**config.mk**
```make
export PLATFORM = sky130hd
export DESIGN_NAME = chien_locator
export DESIGN_NICKNAME = d
export VERILOG_FILES = /design/src/rtl/chien_pkg.sv /design/src/rtl/chien_term.sv /design/src/rtl/chien_rootlog.sv /design/src/rtl/chien_locator.sv
export SDC_FILE = /design/constraint.sdc
export NUM_CORES = 2
export LEC_CHECK = 0
export BUFFER_PORTS_ARGS = -buffer_cell sky130_fd_sc_hd__buf_2
export CAP_MARGIN = 5
export CORE_UTILIZATION = 32
export DETAILED_ROUTE_END_ITERATION = 7
export GPL_ROUTABILITY_DRIVEN = 1
export PLACE_DENSITY_LB_ADDON = 0.08
export SYNTH_ARGS = -nofsm -noshare
export SYNTH_HDL_FRONTEND = slang
export SYNTH_HIERARCHICAL = 1
export SYNTH_SLANG_ARGS = --single-unit
```
**constraint.sdc**
```tcl
create_clock -name clk -period 7.8 [get_ports clk]
set_input_delay 0.78 -clock clk [delete_from_list [all_inputs] [get_ports clk]]
set_output_delay 0.78 -clock clk [all_outputs]
set_load 0.02 [all_outputs]
```
**src/rtl/chien_pkg.sv**
```systemverilog
package chien_pkg;

  localparam int GF_M_DEF = 13;
  localparam logic [15:0] GF_POLY_DEF = 16'h001B;

  localparam int A_CFG    = 'h00;
  localparam int A_START  = 'h01;
  localparam int A_STOP   = 'h02;
  localparam int A_STATUS = 'h03;
  localparam int A_COEF   = 'h20;
  localparam int A_POS    = 'h40;

  // multiply a field element by alpha (shift and reduce)
  function automatic logic [15:0] gf_xtime(input logic [15:0] x, input int m,
                                           input logic [15:0] poly);
    logic [15:0] r;
    r = x << 1;
    if (x[m-1]) r = r ^ poly;
    return r & ((16'd1 << m) - 16'd1);
  endfunction

  // multiply a field element by alpha^j, j a small constant
  function automatic logic [15:0] gf_mul_apow(input logic [15:0] x, input int j,
                                              input int m, input logic [15:0] poly);
    logic [15:0] r;
    r = x;
    for (int i = 0; i < 32; i++) begin
      if (i < j) r = gf_xtime(r, m, poly);
    end
    return r;
  endfunction

endpackage

```
**src/rtl/chien_term.sv**
```systemverilog
module chien_term
  import chien_pkg::*;
#(
  parameter int          M    = GF_M_DEF,
  parameter logic [15:0] POLY = GF_POLY_DEF,
  parameter int          J    = 0
) (
  input  logic         clk,
  input  logic         rst_n,
  input  logic         load,
  input  logic         step,
  input  logic [M-1:0] coef_in,
  output logic [M-1:0] term_q
);

  always_ff @(posedge clk or negedge rst_n) begin
    if (!rst_n)    term_q <= '0;
    else if (load) term_q <= coef_in;
    else if (step) term_q <= M'(gf_mul_apow(16'(term_q), J, M, POLY));
  end

endmodule

```
**src/rtl/chien_rootlog.sv**
```systemverilog
module chien_rootlog #(
  parameter int POS_W = 13,
  parameter int T_MAX = 24,
  parameter int CNT_W = 5
) (
  input  logic                          clk,
  input  logic                          rst_n,
  input  logic                          clr,
  input  logic                          hit,
  input  logic [POS_W-1:0]              hit_pos,
  output logic [CNT_W-1:0]              cnt,
  output logic [T_MAX-1:0][POS_W-1:0]   pos
);

  localparam logic [CNT_W-1:0] CNT_SAT = '1;

  always_ff @(posedge clk or negedge rst_n) begin
    if (!rst_n) begin
      cnt <= '0;
      pos <= '0;
    end else if (clr) begin
      cnt <= '0;
      pos <= '0;
    end else if (hit) begin
      for (int i = 0; i < T_MAX; i++) begin
        if (cnt == CNT_W'(i)) pos[i] <= hit_pos;
      end
      if (cnt != CNT_SAT) cnt <= cnt + 1'b1;
    end
  end

endmodule

```
**src/rtl/chien_locator.sv**
```systemverilog
module chien_locator
  import chien_pkg::*;
#(
  parameter int          M          = GF_M_DEF,
  parameter logic [15:0] POLY       = GF_POLY_DEF,
  parameter int          T_MAX      = 24,
  parameter int          SEC_BYTES  = 512,
  parameter int          ADDR_W     = 7
) (
  input  logic              clk,
  input  logic              rst_n,
  input  logic              wr_en,
  input  logic              rd_en,
  input  logic [ADDR_W-1:0] addr,
  input  logic [31:0]       wdata,
  output logic [31:0]       rdata
);

  localparam int NCOEF     = T_MAX + 1;
  localparam int CW        = $clog2(NCOEF);
  localparam int CNT_W     = 5;
  localparam int LEN_W     = M + 3;
  localparam int FIELD_N   = (1 << M) - 1;
  localparam int RAW_SMALL = SEC_BYTES * 8 + M * T_MAX;
  localparam int RAW_LARGE = SEC_BYTES * 16 + M * T_MAX;
  localparam int LIM_SMALL = (RAW_SMALL > FIELD_N) ? FIELD_N : RAW_SMALL;
  localparam int LIM_LARGE = (RAW_LARGE > FIELD_N) ? FIELD_N : RAW_LARGE;

  logic [M-1:0]     coef_q [NCOEF];
  logic [M-1:0]     term   [NCOEF];
  logic [CW-1:0]    cfg_n_q;
  logic             cfg_big_q;
  logic             busy_q, done_q, complete_q;
  logic [LEN_W-1:0] idx_q, len_q, len_in, lim;
  logic [M-1:0]     sum;
  logic [CNT_W-1:0] cnt;
  logic [T_MAX-1:0][M-1:0] pos;
  logic             start_wr, stop_wr, stat_rd, hit, finish, mismatch;
  logic             unused_bits;

  assign unused_bits = ^{wdata[31:21], wdata[15:M]};

  // named events for the checker
  assign start_wr = wr_en && (addr == ADDR_W'(A_START));
  assign stop_wr  = wr_en && (addr == ADDR_W'(A_STOP)) && wdata[0];
  assign stat_rd  = rd_en && (addr == ADDR_W'(A_STATUS));
  assign finish   = busy_q && (idx_q >= len_q);
  assign hit      = busy_q && !start_wr && (idx_q != '0) && (sum == '0);
  assign mismatch = complete_q && (cnt != CNT_W'(cfg_n_q));

  always_comb begin
    lim    = cfg_big_q ? LEN_W'(LIM_LARGE) : LEN_W'(LIM_SMALL);
    len_in = (LEN_W'(wdata[15:0]) > lim) ? lim : LEN_W'(wdata[15:0]);
  end

  always_comb begin
    sum = '0;
    for (int j = 0; j < NCOEF; j++) begin
      if (CW'(j) <= cfg_n_q) sum = sum ^ term[j];
    end
  end

  // coefficient registers and running terms, one per power
  for (genvar j = 0; j < NCOEF; j++) begin : g_coef
    always_ff @(posedge clk or negedge rst_n) begin
      if (!rst_n) coef_q[j] <= '0;
      else if (wr_en && addr == ADDR_W'(A_COEF + j)) coef_q[j] <= wdata[M-1:0];
    end
    chien_term #(.M(M), .POLY(POLY), .J(j)) u_term (
      .clk(clk), .rst_n(rst_n), .load(start_wr), .step(busy_q),
      .coef_in(coef_q[j]), .term_q(term[j])
    );
  end

  always_ff @(posedge clk or negedge rst_n) begin
    if (!rst_n) begin
      cfg_n_q   <= '0;
      cfg_big_q <= 1'b0;
    end else if (wr_en && addr == ADDR_W'(A_CFG)) begin
      cfg_n_q   <= wdata[16 +: CW];
      cfg_big_q <= wdata[0];
    end
  end

  always_ff @(posedge clk or negedge rst_n) begin
    if (!rst_n) begin
      busy_q <= 1'b0; done_q <= 1'b0; complete_q <= 1'b0;
      idx_q  <= '0;   len_q  <= '0;
    end else if (start_wr) begin
      busy_q <= 1'b1; done_q <= 1'b0; complete_q <= 1'b0;
      idx_q  <= '0;   len_q  <= len_in;
    end else if (stop_wr) begin
      busy_q <= 1'b0; done_q <= 1'b0; complete_q <= 1'b0;
    end else begin
      if (finish) begin
        busy_q     <= 1'b0;
        complete_q <= 1'b1;
      end else if (busy_q) begin
        idx_q <= idx_q + 1'b1;
      end
      if (finish)       done_q <= 1'b1;
      else if (stat_rd) done_q <= 1'b0;
    end
  end

  chien_rootlog #(.POS_W(M), .T_MAX(T_MAX), .CNT_W(CNT_W)) u_log (
    .clk(clk), .rst_n(rst_n), .clr(start_wr), .hit(hit),
    .hit_pos(idx_q[M-1:0]), .cnt(cnt), .pos(pos)
  );

  always_comb begin
    rdata = '0;
    if (addr == ADDR_W'(A_CFG))
      rdata = (32'(cfg_n_q) << 16) | 32'(cfg_big_q);
    if (addr == ADDR_W'(A_STATUS))
      rdata = (32'(cnt) << 8) | {29'd0, mismatch, busy_q, done_q};
    for (int j = 0; j < NCOEF; j++)
      if (addr == ADDR_W'(A_COEF + j)) rdata = 32'(coef_q[j]);
    for (int i = 0; i < T_MAX; i++)
      if (addr == ADDR_W'(A_POS + i)) rdata = 32'(pos[i]);
  end

endmodule

```
==> results by group <==
CTS
  • CTS HTree Levels: 4
  • CTS root buf: clkbuf_16
  • Clock sink total: 1008
  • Post-CTS Setup Repair Bufs: 0
  • Worst skew pair latency: 810 ps
  • Inserted Clock Buffers: 133
  • Clock slew at reported path FFs: 60 ps
  • Hold-fix buffers, CTS: 0
  • CTS tree: built
  • Maximum clock insertion buffer count: 3
  • Post-CTS Resized: 0

Worst setup path
  • Cell Chain, Critical Path: buf_2 > buf_4 > nor2b_2 > buf_4 > nand2_1 > o21ai_0 > nand2_1 > a21oi_1 > o32ai_1 > a31oi_1 > o221ai_1 > o2111ai_1 > a21oi_1 > buf_2
  • Crit Reg-Reg Startpoint: cfg_n_q[3]
  • CP delay by family, top: compound AO/OA/AOI/OAI gates
  • R2r worst-path depth: 15
  • Critical path arrival: 5970 ps
  • Worst setup SP type: input pin
  • Worst EP required: 7020 ps
  • Slowest cell on crit path: a31oi_1
  • Crit path largest cell delay: 750 ps
  • Worst Setup End Kind: output pin
  • CP Depth: 14
  • Buffers & Inverters on Critical Path: 4
  • Worst setup path start: addr[2]
  • CP Max Fanout: 24
  • CP Class: in2out

Layout
  • Final #Nets: 6164
  • FF+latch area: 0.0252 mm2
  • Area growth, synth to finish: 11.9%
  • Fin area: 0.0696 mm2
  • # fillers: 19500
  • Core Util, Final: 0.361
  • Proportion of layout cells with a drive suffix above 1: 0.154
  • Multi-input logic area: 0.0345 mm2

Place
  • Gpl congestion: 0.965
  • Hpwl dp: 204000 um
  • PortBufs: 49
  • Placed cell area: 0.0650 mm2

Floorplanning
  • # rows: 161
  • Die area: 0.196 mm2
  • Die Ht: 443 um
  • Initial Util: 0.323
  • Die X: 443 um
  • Core Area: 0.193 mm2
  • Boundary pin count: 75

GRT
  • GRT Overall Usage: 0.287
  • Pin count of the biggest net entering global routing: 162
  • First-pass GRT wire length: 397000 um
  • Aggregate global routing overflow: 0
  • Initial antenna violation count: 19
  • Vias in the first global route: 48200

STA
  • Max Clock Freq: 148 MHz
  • Final setup vio count: 0
  • Final worst-path cycle share: 0.865
  • RSZ-0062 raised after global routing: no
  • Setup TNS: 0 ps
  • Slew Limit Fails: 0
  • Clock Skew: 31.1 ps
  • Worst Max-Slew Pin Slew: 1360 ps
  • Relative slew slack: 0.0671
  • Hold Worst Slack: -32.2 ps
  • Final hold violation count: 17
  • Fin crit period: 6750 ps

Power
  • VDD IR max: 0.000216 V
  • Leakage: 32.1 nW
  • Pwr Density: 413 mW/mm2

Job
  • Max cap viols: 0

Route
  • Residual DRC: 0
  • Drt wl/cell: 32.8 um
  • Final wirelength: 286000 um
  • Via/cell ratio: 5.59
  • Post-route ant nets: 0
  • Via count: 48700
  • Initial drt markers: 4849
  • Drt pass-1 iters: 6

Synth
  • Synthesis-stage register bit count: 1008
  • Ranking of synthesized cells by area: dfrtp_1, mux2i_1, xnor2_1, mux2_2, nand2_1
  • Synth async-reset ratio: 1.00
  • Synth Area in Simple Gates: 0.138
  • Synth Area in Compound Gates: 0.120
  • Ys flop type: dfrtp_1
  • Largest family of logic cells by synthesized area: multiplexers
  • Mux cell area share after synthesis: 0.146
  • Synth unique cells: 118
  • Avg Inst Size Synth: 10.1 um2
  • Largest area contributor in the netlist: dfrtp_1
  • Most common cell in the netlist: dfrtp_1
  • Syn. warnings: 6
  • XOR/XNOR Fraction of Synth Area: 0.144
  • Post-Syn Area: 0.0622 mm2
  • Top-area cell type share of the netlist area: 0.406
  • Commonest cells in the netlist: dfrtp_1, nand2_1, xnor2_1, mux2i_1, o21ai_0
  • EDFF count, synth: 0
  • Mapped Cells: 6150
  • Post-synthesis sequential area ratio: 0.406
  • Adder-Cell Fraction of Synth Area: 0.00644

Min path
  • HP Class: in2async

Run status
  • Failing checks: hold timing
  • Status: finished, violations left
-- per-layer routing --
metal  global-route usage  vias up  wire length (um)  part of all wire
li1                     -    21400                 -                 -
met1                0.377    25200            122000              0.43
met2                0.466     1707            134000              0.47
met3               0.0415      450             15000             0.053
met4                0.126        6             13800             0.048
met5                    0        -                39           0.00014
-- worst register-to-register path, cell delays in order, from the launching register on --
cell and delay [ps]:
dfrtp_2 760, buf_4 470, nor2_1 280, a21oi_1 250, buf_4 230, nand2_1 90
xnor2_1 320, xnor3_1 410, xnor2_1 330, xnor3_1 320, nand4_1 330, or4_4 600
nor4_4 780, and3b_1 390, and2_1 670, mux2i_1 270
-- where the power goes --
| group | switching [mW] | internal, mW | total, mW |
|---|---|---|---|
| Combinational | 6.20 | 7.15 | 13.4 |
| Clock | 2.60 | 3.94 | 6.54 |
| Sequential | 2.27 | 6.59 | 8.86 |
-- path summary, 6_finish.rpt --
path                                   to  slack [ps]
setup / recovery                rdata[12]        1050
hold / removal                coef_q[116]         -30
setup reg to reg            u_log/pos[96]        1200
hold reg to reg                  len_q[6]         490
max in group asynchronous  u_log/pos[131]        5910
min in group clk               cfg_n_q[1]         220
-- layout make-up --
type | count | area share
multi-input combinational | 4630 | 0.496
sequential | 1008 | 0.362
clock buffer | 200 | 0.0580
tap | 2526 | 0.0454
timing repair buffer | 249 | 0.0271
clock inverter | 37 | 0.00769
inverter | 67 | 0.00372
antenna | 2 | 0.0000719
-- flip-flops by register name (all words and copies together) (netlist names) --
| name | cells |
|---|---|
| cfg_n_q | 5 |
| u_log/pos | 312 |
| idx_q | 16 |
| len_q | 16 |
| cfg_big_q | 1 |
| busy_q | 1 |
| g_coef.u_term/term_q | 325 |
| complete_q | 1 |
| done_q | 1 |
| u_log/cnt | 5 |
| coef_q | 325 |
-- cells by family after synthesis --
kind of cell | count (synthesis)
fa+ha+maj | 32
simple gates | 1691
mux | 851
compound gates | 1205
buf+inv | 525
xor+xnor | 837
other cells | 1
flops | 1008
-- cells in the final DEF (no fill, tap or decap), types with 207 or more instances in the layout --
| cell | netlist | layout |
|---|---|---|
| xor2_1 | 207 | 207 |
| nand2b_1 | 345 | 345 |
| dfrtp_1 | 1008 | 1004 |
| nand2_1 | 691 | 691 |
| mux2i_1 | 470 | 470 |
| a21oi_1 | 260 | 260 |
| nor2_1 | 240 | 235 |
| mux2_2 | 369 | 369 |
| xnor2_1 | 505 | 505 |
| o21ai_0 | 408 | 408 |
-- stage by stage --
stage / worst slack, ps / std cells / power, mW
3_3_place_gp: 1390 / 8480 / 22.1
4_1_cts: 1370 / 8717 / 28.9
2_1_floorplan: 2550 / 6163 / 18.9
5_1_grt: 1250 / 8717 / 30.5
6_report: 1050 / 8719 / 28.7
3_5_place_dp: 1380 / 8480 / 22.2
Power figures use the tool's default switching activity.
